File: src/rtl/tmr_pkg.sv
// Shared definitions for the triple-redundant counter.
// Assumes exactly three copies; the voter and flag logic rely on it.
package tmr_pkg;
    localparam int unsigned COPIES = 3;

    // Source of each copy's next state.
    typedef enum logic {
        FB_PLAIN = 1'b0,  // copy advances from its own register
        FB_VOTED = 1'b1   // copy advances from the voted value
    } fb_mode_e;
endpackage

File: src/rtl/tmr_vote3.sv
// Bitwise two-of-three majority voter.
// Assumes the three inputs are the same width; purely combinational.
module tmr_vote3 #(
    parameter int unsigned WIDTH = 8
) (
    input  logic [WIDTH-1:0] a,
    input  logic [WIDTH-1:0] b,
    input  logic [WIDTH-1:0] c,
    output logic [WIDTH-1:0] y
);
    // Majority taken independently for every bit position.
    always_comb begin
        y = (a & b) | (a & c) | (b & c);
    end
endmodule

File: src/rtl/tmr_count_lane.sv
// One copy of the counter register.
// The next state comes from the voted value or from this copy's own
// register, depending on MODE. An upset write replaces the normal update
// for one cycle. Assumes the reset is synchronous and active low.
module tmr_count_lane #(
    parameter int unsigned        WIDTH = 8,
    parameter tmr_pkg::fb_mode_e  MODE  = tmr_pkg::FB_VOTED
) (
    input  logic             clk,
    input  logic             rst_n,
    input  logic             en,
    input  logic [WIDTH-1:0] voted,
    input  logic             inj_hit,
    input  logic [WIDTH-1:0] inj_val,
    output logic [WIDTH-1:0] q
);
    logic [WIDTH-1:0] src;
    logic [WIDTH-1:0] nxt;

    // Pick the state the increment starts from.
    generate
        if (MODE == tmr_pkg::FB_VOTED) begin : g_src_voted
            assign src = voted;
        end else begin : g_src_own
            assign src = q;
        end
    endgenerate

    // Increment only when enabled; otherwise reload the source.
    always_comb begin
        nxt = en ? (src + {{(WIDTH-1){1'b0}}, 1'b1}) : src;
    end

    // Copy register: reset, injected upset, or normal update.
    always_ff @(posedge clk) begin
        if (!rst_n)       q <= '0;
        else if (inj_hit) q <= inj_val;
        else              q <= nxt;
    end

    AST_INJ_LOAD: assert property (@(posedge clk) disable iff (!rst_n)
        inj_hit |=> (q == $past(inj_val)));
endmodule

File: src/rtl/tmr_disagree.sv
// Per-copy disagreement flags: bit i is set while copy i differs
// from the voted value. Combinational; assumes packed copies.
module tmr_disagree #(
    parameter int unsigned WIDTH  = 8,
    parameter int unsigned COPIES = 3
) (
    input  logic [COPIES-1:0][WIDTH-1:0] copies,
    input  logic [WIDTH-1:0]             voted,
    output logic [COPIES-1:0]            flags
);
    genvar i;
    generate
        for (i = 0; i < COPIES; i++) begin : g_cmp
            // Compare one copy against the vote.
            assign flags[i] = (copies[i] != voted);
        end
    endgenerate
endmodule

File: src/rtl/fb_tmr_counter.sv
// Triple-redundant up-counter with a majority-voted output.
// MODE selects voted-feedback resynchronisation or plain per-copy
// counting. inj_mask/inj_val overwrite copies to model upsets.
// Assumes a single clock shared by all copies and a synchronous
// active-low reset.
module fb_tmr_counter #(
    parameter int unsigned       WIDTH = 8,
    parameter tmr_pkg::fb_mode_e MODE  = tmr_pkg::FB_VOTED
) (
    input  logic             clk,
    input  logic             rst_n,
    input  logic             en,
    input  logic [2:0]       inj_mask,
    input  logic [WIDTH-1:0] inj_val,
    output logic [WIDTH-1:0] count,
    output logic [2:0]       mismatch
);
    localparam int unsigned NC = tmr_pkg::COPIES;

    logic [NC-1:0][WIDTH-1:0] copy_q;
    logic [WIDTH-1:0]         voted;
    logic [WIDTH-1:0]         step_l;

    genvar i;
    generate
        for (i = 0; i < NC; i++) begin : g_lane
            // One redundant copy of the counter state.
            tmr_count_lane #(.WIDTH(WIDTH), .MODE(MODE)) u_lane (
                .clk     (clk),
                .rst_n   (rst_n),
                .en      (en),
                .voted   (voted),
                .inj_hit (inj_mask[i]),
                .inj_val (inj_val),
                .q       (copy_q[i])
            );
        end
    endgenerate

    // Majority of the three copies.
    tmr_vote3 #(.WIDTH(WIDTH)) u_vote (
        .a (copy_q[0]),
        .b (copy_q[1]),
        .c (copy_q[2]),
        .y (voted)
    );

    // Flag every copy that disagrees with the vote.
    tmr_disagree #(.WIDTH(WIDTH), .COPIES(NC)) u_flags (
        .copies (copy_q),
        .voted  (voted),
        .flags  (mismatch)
    );

    assign count  = voted;
    assign step_l = {{(WIDTH-1){1'b0}}, en};

    AST_RESET_ZERO: assert property (@(posedge clk)
        !rst_n |=> (count == '0 && mismatch == 3'b000));

    AST_SINGLE_UPSET_MASKED: assert property (@(posedge clk) disable iff (!rst_n)
        (mismatch == 3'b000 && $countones(inj_mask) <= 1)
        |=> (count == $past(count) + $past(step_l)));

    AST_IDLE_HOLD: assert property (@(posedge clk) disable iff (!rst_n)
        (!en && inj_mask == 3'b000 && mismatch == 3'b000) |=> $stable(count));

    generate
        if (MODE == tmr_pkg::FB_VOTED) begin : g_chk_fb
            AST_FB_REALIGN: assert property (@(posedge clk) disable iff (!rst_n)
                (inj_mask == 3'b000) |=> (mismatch == 3'b000));
        end else begin : g_chk_plain
            AST_PLAIN_PERSIST: assert property (@(posedge clk) disable iff (!rst_n)
                (inj_mask == 3'b000 && $countones(mismatch) <= 1)
                |=> (mismatch == $past(mismatch)));
        end
    endgenerate
endmodule

File: config.mk
export PLATFORM = sky130hd
export DESIGN_NAME = fb_tmr_counter
export DESIGN_NICKNAME = d
export VERILOG_FILES = /design/src/rtl/tmr_pkg.sv /design/src/rtl/tmr_vote3.sv /design/src/rtl/tmr_count_lane.sv /design/src/rtl/tmr_disagree.sv /design/src/rtl/fb_tmr_counter.sv
export SDC_FILE = /design/constraint.sdc
export NUM_CORES = 1
export LEC_CHECK = 0
export BUFFER_PORTS_ARGS = -buffer_cell sky130_fd_sc_hd__buf_4
export CAP_MARGIN = 5
export CORE_ASPECT_RATIO = 2
export CORE_UTILIZATION = 45
export CTS_BUF_LIST = sky130_fd_sc_hd__clkbuf_4
export CTS_CLUSTER_SIZE = 40
export DETAILED_ROUTE_END_ITERATION = 8
export PLACE_DENSITY_LB_ADDON = 0.12
export SLEW_MARGIN = 20
export SYNTH_ARGS = -nofsm -noshare
export SYNTH_HDL_FRONTEND = slang
export SYNTH_SLANG_ARGS = --single-unit
File: constraint.sdc
create_clock -name clk -period 4.1 [get_ports clk]
set_input_delay 0.205 -clock clk [delete_from_list [all_inputs] [get_ports clk]]
set_output_delay 0.205 -clock clk [all_outputs]
set_load 0.01 [all_outputs]
==> metrics.md <==
| Metric | Value |
|---|---|
| DR vias | `1507` |
| Remaining Overflow, GRT | `0` |
| Violated checks | `DRC` |
| Yosys warns | `0` |
| FF-to-FF Start | `g_lane[2].u_lane.q[1]` |
| Rows | `30` |
| Drt drc | `2` |
| Unrepaired setup endpoints after global routing | `no` |
| Worst slew pin tran | `0.438 ns` |
| Antenna viol nets, final | `0` |
| Combinational family with the most area after synthesis | `simple AND/OR/NAND/NOR gates` |
| Max reg flops | `24` |
| Maxcap violations | `0` |
| Final Hold Fails | `0` |
| Synth async-reset ratio | `0%` |
| Core area | `0.00338 mm^2` |
| Crit path required time | `3.89 ns` |
| CP endpoint | `mismatch[2]` |
| Final Critical Period | `2.03 ns` |
| Global Route Usage Sum | `22.3%` |
| Final WL | `3.86 mm` |
| Status | `finished, violations left` |
| Min-delay worst type | `in2reg` |
| Htree depth | `1` |
| Setup Fix Bufs, Post-CTS | `0` |
| Vias in the first global route | `1452` |
| First-pass detailed-route iteration total | `6` |
| Worst-Skew Late Latency | `0.31 ns` |
| Cells after synthesis | `186` |
| Clk_skew | `0.00572 ns` |
| Worst Path Arrival | `1.83 ns` |
| LEAKAGE | `0.749 nW` |
| Fmax | `491 MHz` |
| CTS tree | `built` |
| Gpl congestion | `0.888` |
| Non-filler cells, final | `240` |
| Seq/Total Area, Yosys | `30.3%` |
| Routed WL per cell | `16.1 um` |
| Chip height | `85.9 um` |
| Pwr Density | `278 mW/mm^2` |
| Setup crit end kind | `primary output` |
| Distinct cells, synth | `47` |
| Period utilization | `49.6%` |
| Critical path class | `reg2out` |
| R2R cell count | `5` |
| Slew headroom | `70.1%` |
| Critical path startpoint category | `flip-flop` |
| Top Registers | `g_lane.u_lane.q (24)` |
| DPL Wire Length | `3.17 mm` |
| ANT cells | `0` |
| Gates resized, CTS repair | `0` |
| EDFF count, synth | `0` |
| Top-Level Pins | `25` |
| FF-to-FF End | `g_lane[2].u_lane.q[6]` |
| Commonest cells after routing, fill and taps aside | `dfxtp_1 (24), buf_4 (24), o21ai_0 (18)` |
| Xor and xnor fraction of the mapped netlist area | `3.87%` |
| Placed cells | `237` |
| Full die area | `0.00378 mm^2` |
| Worst Path Max Fanout | `9` |
| Hold depth | `2` |
| CTS sink count | `24` |
| Final Setup Violations | `0` |
| Post-synthesis mux area share | `1.90%` |
| Num CTS Buffers | `3` |
| Via/cell ratio | `6.28` |
| Antenna violations before repair | `0` |
| Post-Synth Simple-Gate Area | `26.7%` |
| Post-route setup TNS | `0 ns` |
| Final nets | `225` |
| Initial DRC count | `35` |
| PortBufs | `24` |
| Complex-gate fraction of the synthesized area | `26.0%` |
| Worst-path clk slew | `0.12 ns` |
| Initial core utilization | `46.9%` |
| Global-route wire length before repair | `6.23 mm` |
| Mapped Area | `0.00158 mm^2` |
| Root buffer cell | `clkbuf_4` |
| Die X | `44.0 um` |
| Share of cells above drive strength 1 | `18.3%` |
| Final Max Slew Viols | `0` |
| Top FF cell, synth | `dfxtp_1` |
| Syn nets | `201` |
| Longest Clk Path Bufs | `2` |
| # hold bufs at CTS | `0` |
| CP Launch Point | `g_lane[2].u_lane.q[0]` |
| Most flops, register | `g_lane.u_lane.q` |
| Seq cells post-synth | `24` |
| Peak supply drop | `0.215 mV` |
| Pin count of the biggest net entering global routing | `31` |
| Synth Area in Adders | `7.11%` |
| Worst R2R Setup Slack | `2.38 ns` |
| Layout area overhead | `12.2%` |
| Synthesized area per cell | `8.52 um^2` |
metrics by stage:
stage | utilization (%) | instance area, um^2 | hold WS [ns] | total power, W | setup slack (ns)
6_report | 52.6 | 1780 | 0.139 | 0.000493 | 2.07
5_1_grt | 52.6 | 1780 | 0.143 | 0.000520 | 1.99
4_1_cts | 52.6 | 1780 | 0.140 | 0.000497 | 2.06
3_5_place_dp | 51.9 | 1750 | 0.462 | 0.000402 | 2.40
3_3_place_gp | 51.9 | 1750 | 0.453 | 0.000398 | 2.42
2_1_floorplan | - | 1580 | 0.335 | 0.000356 | 2.50
logic make-up (layout without fill, tap and decap cells):
group                    count (synthesis)  in the layout
AND/OR/NAND/NOR                         75             75
flip-flops                              24             24
XOR/XNOR                                 7              7
multiplexers                             3              3
adder cells (fa/ha/maj)                 10             10
buffers and inverters                    9             31
AO/OA/AOI/OAI                           58             58
layer usage:
layer  GRT usage (%)  share of wire [%]
met2            44.6                 58
met1            22.0                 38
met3            1.47                2.6
met5               0                  0
met4            8.54                1.3
area by class of cell:
| class | count | area (um^2) |
|---|---|---|
| Multi-Input combinational cell | 153 | 1040 |
| Tap cell | 32 | 40.0 |
| Fill cell | 356 | 1600 |
| Timing Repair Buffer | 24 | 180 |
| Inverter | 4 | 15.0 |
| Clock buffer | 3 | 22.5 |
| Sequential cell | 24 | 480 |
how the worst min path moves through the flow:
stage | start | end | slack, ns
floorplan | inj_val[4] | g_lane[0].u_lane.q[4] | 0.34
global placement | inj_val[2] | g_lane[2].u_lane.q[2] | 0.45
detailed placement | inj_val[4] | g_lane[2].u_lane.q[4] | 0.46
CTS | inj_val[0] | g_lane[2].u_lane.q[0] | 0.14
global route | inj_val[0] | g_lane[2].u_lane.q[0] | 0.14
finish | inj_val[0] | g_lane[2].u_lane.q[0] | 0.14
critical path: stages, from the launching register on:
cell and delay [ns]:
dfxtp_1 0.41, maj3_1 0.44, xor2_1 0.17, nor3_1 0.23, nand4_1 0.10, buf_4 0.16
synth_stat cells, types with 4 or more instances:
library cell | instances | share of area [%]
o21ai_0 | 18 | 5.7
nor2b_1 | 6 | 2.4
maj3_1 | 5 | 3.2
nor2_1 | 8 | 1.9
o31ai_1 | 4 | 1.9
a21oi_1 | 4 | 1.3
a221oi_1 | 5 | 2.8
dfxtp_1 | 24 | 30
nor3b_1 | 5 | 2.4
nand2b_1 | 7 | 2.8
nand2_1 | 12 | 2.8
nand3_1 | 14 | 4.4
a31oi_1 | 6 | 2.4
xor2_1 | 4 | 2.2
nand4_1 | 6 | 2.4
o211a_1 | 6 | 3.8
power breakdown:
group | internal (W) | total [W] | switching (W)
logic | 0.0000617 | 0.000127 | 0.0000652
clock network | 0.0000343 | 0.0000965 | 0.0000622
registers | 0.000248 | 0.000270 | 0.0000215
(Power assumes the default switching activity.)
